==> src/rtl/rng_sel_pkg.sv <==
package rng_sel_pkg;

    localparam int unsigned WORD_W = 32;

    typedef enum logic {
        MODE_AFFINE   = 1'b0,
        MODE_SHIFTADD = 1'b1
    } rng_mode_e;

    typedef enum logic [1:0] {
        OP_IDLE = 2'd0,
        OP_SEED = 2'd1,
        OP_STEP = 2'd2
    } rng_op_e;

    typedef struct packed {
        rng_op_e             op;
        rng_mode_e           mode;
        logic [WORD_W-1:0]   seed;
    } rng_cmd_t;

    // Seed load wins over a step request in the same cycle.
    function automatic rng_op_e decode_op(input logic load, input logic adv);
        if (load)
            return OP_SEED;
        else if (adv)
            return OP_STEP;
        else
            return OP_IDLE;
    endfunction

endpackage

==> src/rtl/rng_mode_latch.sv <==
module rng_mode_latch
    import rng_sel_pkg::*;
(
    input  logic      clk,
    input  logic      rst,
    input  rng_cmd_t  cmd,
    output rng_mode_e mode_q
);

    always_ff @(posedge clk) begin
        if (rst)
            mode_q <= MODE_AFFINE;
        else if (cmd.op == OP_SEED)
            mode_q <= cmd.mode;
    end

endmodule

==> src/rtl/rng_step_unit.sv <==
module rng_step_unit
    import rng_sel_pkg::*;
#(
    parameter int unsigned       WIDTH    = WORD_W,
    parameter logic [WIDTH-1:0]  MUL_K    = 32'd2147001325,
    parameter logic [WIDTH-1:0]  ADD_K    = 32'd715136305,
    parameter int unsigned       SHIFT_HI = 16
) (
    input  logic [WIDTH-1:0] cur,
    input  rng_mode_e        mode,
    output logic [WIDTH-1:0] nxt
);

    localparam logic [WIDTH-1:0] ONE = {{(WIDTH-1){1'b0}}, 1'b1};

    logic [WIDTH-1:0] affine_val;
    logic [WIDTH-1:0] shadd_val;

    // Both recurrences wrap naturally at WIDTH bits.
    always_comb begin
        affine_val = (cur * MUL_K) + ADD_K;
        shadd_val  = cur + (cur << 1) + (cur << SHIFT_HI) + ONE;
    end

    always_comb begin
        unique case (mode)
            MODE_AFFINE:   nxt = affine_val;
            MODE_SHIFTADD: nxt = shadd_val;
            default:       nxt = affine_val;
        endcase
    end

endmodule

==> src/rtl/rng_state_reg.sv <==
module rng_state_reg
    import rng_sel_pkg::*;
#(
    parameter int unsigned      WIDTH      = WORD_W,
    parameter logic [WIDTH-1:0] RESET_SEED = 32'd1
) (
    input  logic             clk,
    input  logic             rst,
    input  rng_op_e          op,
    input  logic [WIDTH-1:0] seed,
    input  logic [WIDTH-1:0] nxt,
    output logic [WIDTH-1:0] state_q,
    output logic             valid_q
);

    always_ff @(posedge clk) begin
        if (rst) begin
            state_q <= RESET_SEED;
            valid_q <= 1'b0;
        end else begin
            unique case (op)
                OP_SEED: begin
                    state_q <= seed;
                    valid_q <= 1'b0;
                end
                OP_STEP: begin
                    state_q <= nxt;
                    valid_q <= 1'b1;
                end
                default: valid_q <= 1'b0;
            endcase
        end
    end

endmodule

==> src/rtl/rng_selectable.sv <==
module rng_selectable
    import rng_sel_pkg::*;
#(
    parameter int unsigned WIDTH = WORD_W
) (
    input  logic             clk,
    input  logic             rst,
    input  logic             seed_load,
    input  logic [WIDTH-1:0] seed_val,
    input  logic             mode_sel,
    input  logic             advance,
    output logic [WIDTH-1:0] rnd_word,
    output logic             rnd_valid
);

    rng_cmd_t         cmd;
    rng_mode_e        mode_q;
    logic [WIDTH-1:0] state_q;
    logic [WIDTH-1:0] nxt;

    always_comb begin
        cmd.op   = decode_op(seed_load, advance);
        cmd.mode = rng_mode_e'(mode_sel);
        cmd.seed = seed_val;
    end

    rng_mode_latch u_mode (
        .clk    (clk),
        .rst    (rst),
        .cmd    (cmd),
        .mode_q (mode_q)
    );

    rng_step_unit #(.WIDTH(WIDTH)) u_step (
        .cur  (state_q),
        .mode (mode_q),
        .nxt  (nxt)
    );

    rng_state_reg #(.WIDTH(WIDTH)) u_state (
        .clk     (clk),
        .rst     (rst),
        .op      (cmd.op),
        .seed    (cmd.seed),
        .nxt     (nxt),
        .state_q (state_q),
        .valid_q (rnd_valid)
    );

    assign rnd_word = state_q;

endmodule

==> config.mk <==
export PLATFORM = sky130hd
export DESIGN_NAME = rng_selectable
export DESIGN_NICKNAME = d
export VERILOG_FILES = /design/src/rtl/rng_sel_pkg.sv /design/src/rtl/rng_mode_latch.sv /design/src/rtl/rng_step_unit.sv /design/src/rtl/rng_state_reg.sv /design/src/rtl/rng_selectable.sv
export SDC_FILE = /design/constraint.sdc
export NUM_CORES = 1
export LEC_CHECK = 0
export BUFFER_PORTS_ARGS = -buffer_cell sky130_fd_sc_hd__clkbuf_2
export CAP_MARGIN = 20
export CORE_AREA = 4 4 145 182
export DETAILED_ROUTE_END_ITERATION = 10
export DIE_AREA = 0 0 149 186
export GPL_TIMING_DRIVEN = 0
export PLACE_DENSITY_LB_ADDON = 0.3
export SLEW_MARGIN = 10
export SYNTH_ARGS = -nofsm -noshare
export SYNTH_HDL_FRONTEND = slang
export SYNTH_SLANG_ARGS = --single-unit
==> constraint.sdc <==
create_clock -name clk -period 8.2 [get_ports clk]
set_clock_uncertainty 0.2 [all_clocks]
set_input_delay 0.41 -clock clk [delete_from_list [all_inputs] [get_ports clk]]
set_output_delay 0.41 -clock clk [all_outputs]
set_load 0.02 [all_outputs]
==> flow_summary_export.csv <==
group,metric,value,unit
global_routing,grt_max_degree,13,
worst_setup_path,critPathMaxFanout,7,
sta,worst_slew_pin_slew,0.938,ns
detailed_routing,drtIter0Drc,696,
hold_path,min_to,"u_state.state_q[5]$_SDFFE_PP0P_",
sta,setup_viol,0,
clocking,htreeDepth,2,
die,die_h,186,um
worst_setup_path,reg2reg_to,"u_state.state_q[31]$_SDFFE_PP0P_",
finish,multi_input_area,10900,um^2
worst_setup_path,rrSetupSlack,0.53,ns
outcome,status,"complete, no violations",
finish,drive_gt1_frac,0.0752,
clocking,clock_sinks,34,
clocking,cts_tree,"done",
detailed_routing,wl_per_cell,20.8,um
sta,rsz0062_at_grt,"false",
global_routing,grt_pass1_vias,11100,
logic_synthesis,synthFlopType,"dfxtp_1",
clocking,cts_resized,0,
die,rows,64,
logic_synthesis,synth-simple-area-share,0.0714,
sta,fmax,130,MHz
detailed_routing,ant_nets,0,
logic_synthesis,synth_edf_count,0,
logic_synthesis,syn-instance-count,1467,
die,core-area,24500,um^2
die,start_util,0.545,
finish,regArea,681,um^2
sta,slew_violations,0,
clocking,root_buffer,"clkbuf_16",
hold_path,hp-start,"seed_val[5]",
logic_synthesis,synth_area,13300,um^2
finish,area_growth,6.85,%
clocking,cts_buffers,5,
clocking,cts_setup_buffers,0,
detailed_routing,drc,0,
worst_setup_path,cpPeakStageDelay,0.76,ns
worst_setup_path,critPathCaptureType,"register",
worst_setup_path,crit_family,"adder cells",
finish,final_cell_mix,"427 x inv_1, 239 x fa_1, 228 x ha_1",
logic_synthesis,synthXorXnorAreaFrac,0.0604,
global_routing,grt_pass1_wl,61200,um
placement,port_buffers,67,
clocking,path_clk_slew,0.06,ns
clocking,cts_buffer_depth,2,
worst_setup_path,worstPathArrival,7.64,ns
worst_setup_path,r2r_cells,22,
worst_setup_path,cp-start-kind,"register",
sta,hold_slack,0.164,ns
finish,antenna-diode-count,0,
worst_setup_path,crit_slowest_cell,"dfxtp_1",
sta,slew_headroom,0.374,
die,io_pins,70,
logic_synthesis,async_flop_share,0,
die,design.die.area,27700,um^2
finish,nFillCells,2245,
hold_path,hold_path.class,"in2reg",
die,die_w,149,um
logic_synthesis,seq_area_frac_synth,0.0510,
detailed_routing,avgViaCountPerCell,5.52,
sta,fin_crit_sh,0.935,
finish,final_common_cell,"inv_1",
global_routing,track_usage,0.293,
logic_synthesis,ys_ff_latch,34,
logic_synthesis,yosysUniqueCellTypes,74,
placement,place_congestion,0.975,
logic_synthesis,synth_fp_nets,1971,
logic_synthesis,yosys_warnings,0,
finish,final_nets,2046,
logic_synthesis,synthMuxAreaShare,0.00694,
placement,dp_hpwl,34100,um
worst_setup_path,path_cells,"inv_1, fa_1, inv_1, fa_1, inv_1, fa_1, fa_1, inv_1, fa_1, fa_1, fa_1, inv_1, fa_1, inv_1, ha_1, and3_1, a221o_1, inv_1, a21oi_2, o41ai_2, xnor2_1, a2111oi_2",
worst_setup_path,critPathRequiredTime,8.18,ns
worst_setup_path,cpMostUsedCell,"fa_1",
logic_synthesis,avgSynthCellArea,9.10,um^2
detailed_routing,first_pass_iters,5,
sta,final_hold_viol_count,0,
hold_path,hold_path_depth,3,
job,drv_cap,0,
logic_synthesis,synth_top_family_by_area,"adder cells",
logic_synthesis,synth-adder-area-share,0.573,
clocking,clock_latency,0.28,ns
worst_setup_path,r2r-start,"u_state.state_q[14]$_SDFFE_PP0P_",
global_routing,grt_remaining_overflow,0,
detailed_routing,vias,10300,
sta,tns,0,ns
worst_setup_path,crit_buf_inv,7,
sta,period_minus_slack,7.67,ns
detailed_routing,totalWireLength,39000,um
worst_setup_path,crit_type,"reg2reg",
clocking,cts.hold.buffers_added,0,
logic_synthesis,synth_compound_gate_area_share,0.107,
global_routing,antenna_found_initial,0,
-- worst max-delay path by stage --
stage	slack, ns	endpoint	cells after the start	start
floorplan	1.37	u_state.state_q[31]$_SDFFE_PP0P_	22	u_state.state_q[15]$_SDFFE_PP0P_
CTS	0.53	u_state.state_q[31]$_SDFFE_PP0P_	22	u_state.state_q[15]$_SDFFE_PP0P_
finish	0.53	u_state.state_q[31]$_SDFFE_PP0P_	22	u_state.state_q[14]$_SDFFE_PP0P_
global placement	0.18	u_state.state_q[27]$_SDFFE_PP0P_	22	u_state.state_q[0]$_SDFFE_PP1P_
detailed placement	0.58	u_state.state_q[31]$_SDFFE_PP0P_	22	u_state.state_q[15]$_SDFFE_PP0P_
global route	0.18	u_state.state_q[31]$_SDFFE_PP0P_	22	u_state.state_q[15]$_SDFFE_PP0P_
-- registers in the layout, indices dropped and copies added, names as in the netlist --
| signal | count |
|---|---|
| u_mode.mode_q | 1 |
| u_state.state_q | 32 |
| u_state.valid_q | 1 |
-- cell usage after synthesis (3+ instances only) --
cell type    n  share of area
inv_1      427           0.12
fa_1       239           0.36
ha_1       228           0.21
nor2_1      73          0.021
a21oi_1     69          0.026
xnor2_1     68          0.045
nand2_1     59          0.017
dfxtp_1     34          0.051
o21ai_0     25         0.0094
xor2_1      24          0.016
a21o_1      17         0.0096
nor3_1      16         0.0060
clkbuf_1    13         0.0037
o21ai_1     12         0.0045
a211oi_1    10         0.0056
o211ai_1    10         0.0056
nand2b_1     8         0.0038
mux2i_1      7         0.0053
nand3_1      7         0.0026
o21a_1       7         0.0039
and3_1       6         0.0028
o22ai_1      6         0.0028
a211o_1      5         0.0033
a31oi_1      5         0.0023
o21bai_1     5         0.0028
a21oi_2      4         0.0026
and2_1       4         0.0019
or3_1        4         0.0019
a211oi_2     3         0.0028
a21boi_1     3         0.0017
a311o_1      3         0.0023
a311oi_1     3         0.0020
a31o_2       3         0.0020
clkbuf_8     3         0.0031
nand3b_1     3         0.0017
nor2b_1      3         0.0014
-- worst register-to-register path, delay by kind of cell, from the launching register on --
family | cells | cell delay, ns
adder cells (fa/ha/maj) | 9 | 4.25
AND/OR/NAND/NOR | 1 | 0.24
buffers and inverters | 7 | 0.84
XOR/XNOR | 1 | 0.17
AO/OA/AOI/OAI | 4 | 1.11
flip-flops | 1 | 0.76
-- kinds of logic (layout without fill, tap and decap cells) --
kind of cell,count (synthesis),count (layout)
xor+xnor,92,92
mux,9,9
simple gates,202,202
compound gates,212,212
fa+ha+maj,468,468
flops,34,34
buf+inv,450,526
-- per-stage QoR --
| step | setup WS (ns) | util | std cells | instance area, um^2 |
|---|---|---|---|---|
| floorplan | 1.37 | - | 1467 | 13300 |
| finish | 0.532 | 0.582 | 1873 | 14300 |
| global route | 0.181 | 0.582 | 1873 | 14300 |
| CTS | 0.527 | 0.582 | 1873 | 14300 |
| global placement | 0.178 | 0.575 | 1864 | 14100 |
| detailed placement | 0.580 | 0.576 | 1865 | 14100 |
-- final cells by class --
| class | instances | area share |
|---|---|---|
| inverter | 427 | 0.112 |
| clock buffer | 6 | 0.00974 |
| multi-input combinational | 983 | 0.766 |
| clock inverter | 2 | 0.000877 |
| tap | 330 | 0.0290 |
| buffer | 23 | 0.00965 |
| sequential | 34 | 0.0477 |
| timing repair buffer | 68 | 0.0246 |
-- layer usage --
metal  global-route usage  vias to the layer above  wire (um)
met5                    0                        -          0
met4                0.149                        0       2660
met3               0.0377                      121       2470
met2                0.517                      406      19400
met1                0.352                     5094      14500
li1                     -                     4715          -
Power is left out: the tool's default activity adds up to more than one toggle a clock period on the data nets, which glitch-free logic cannot reach.
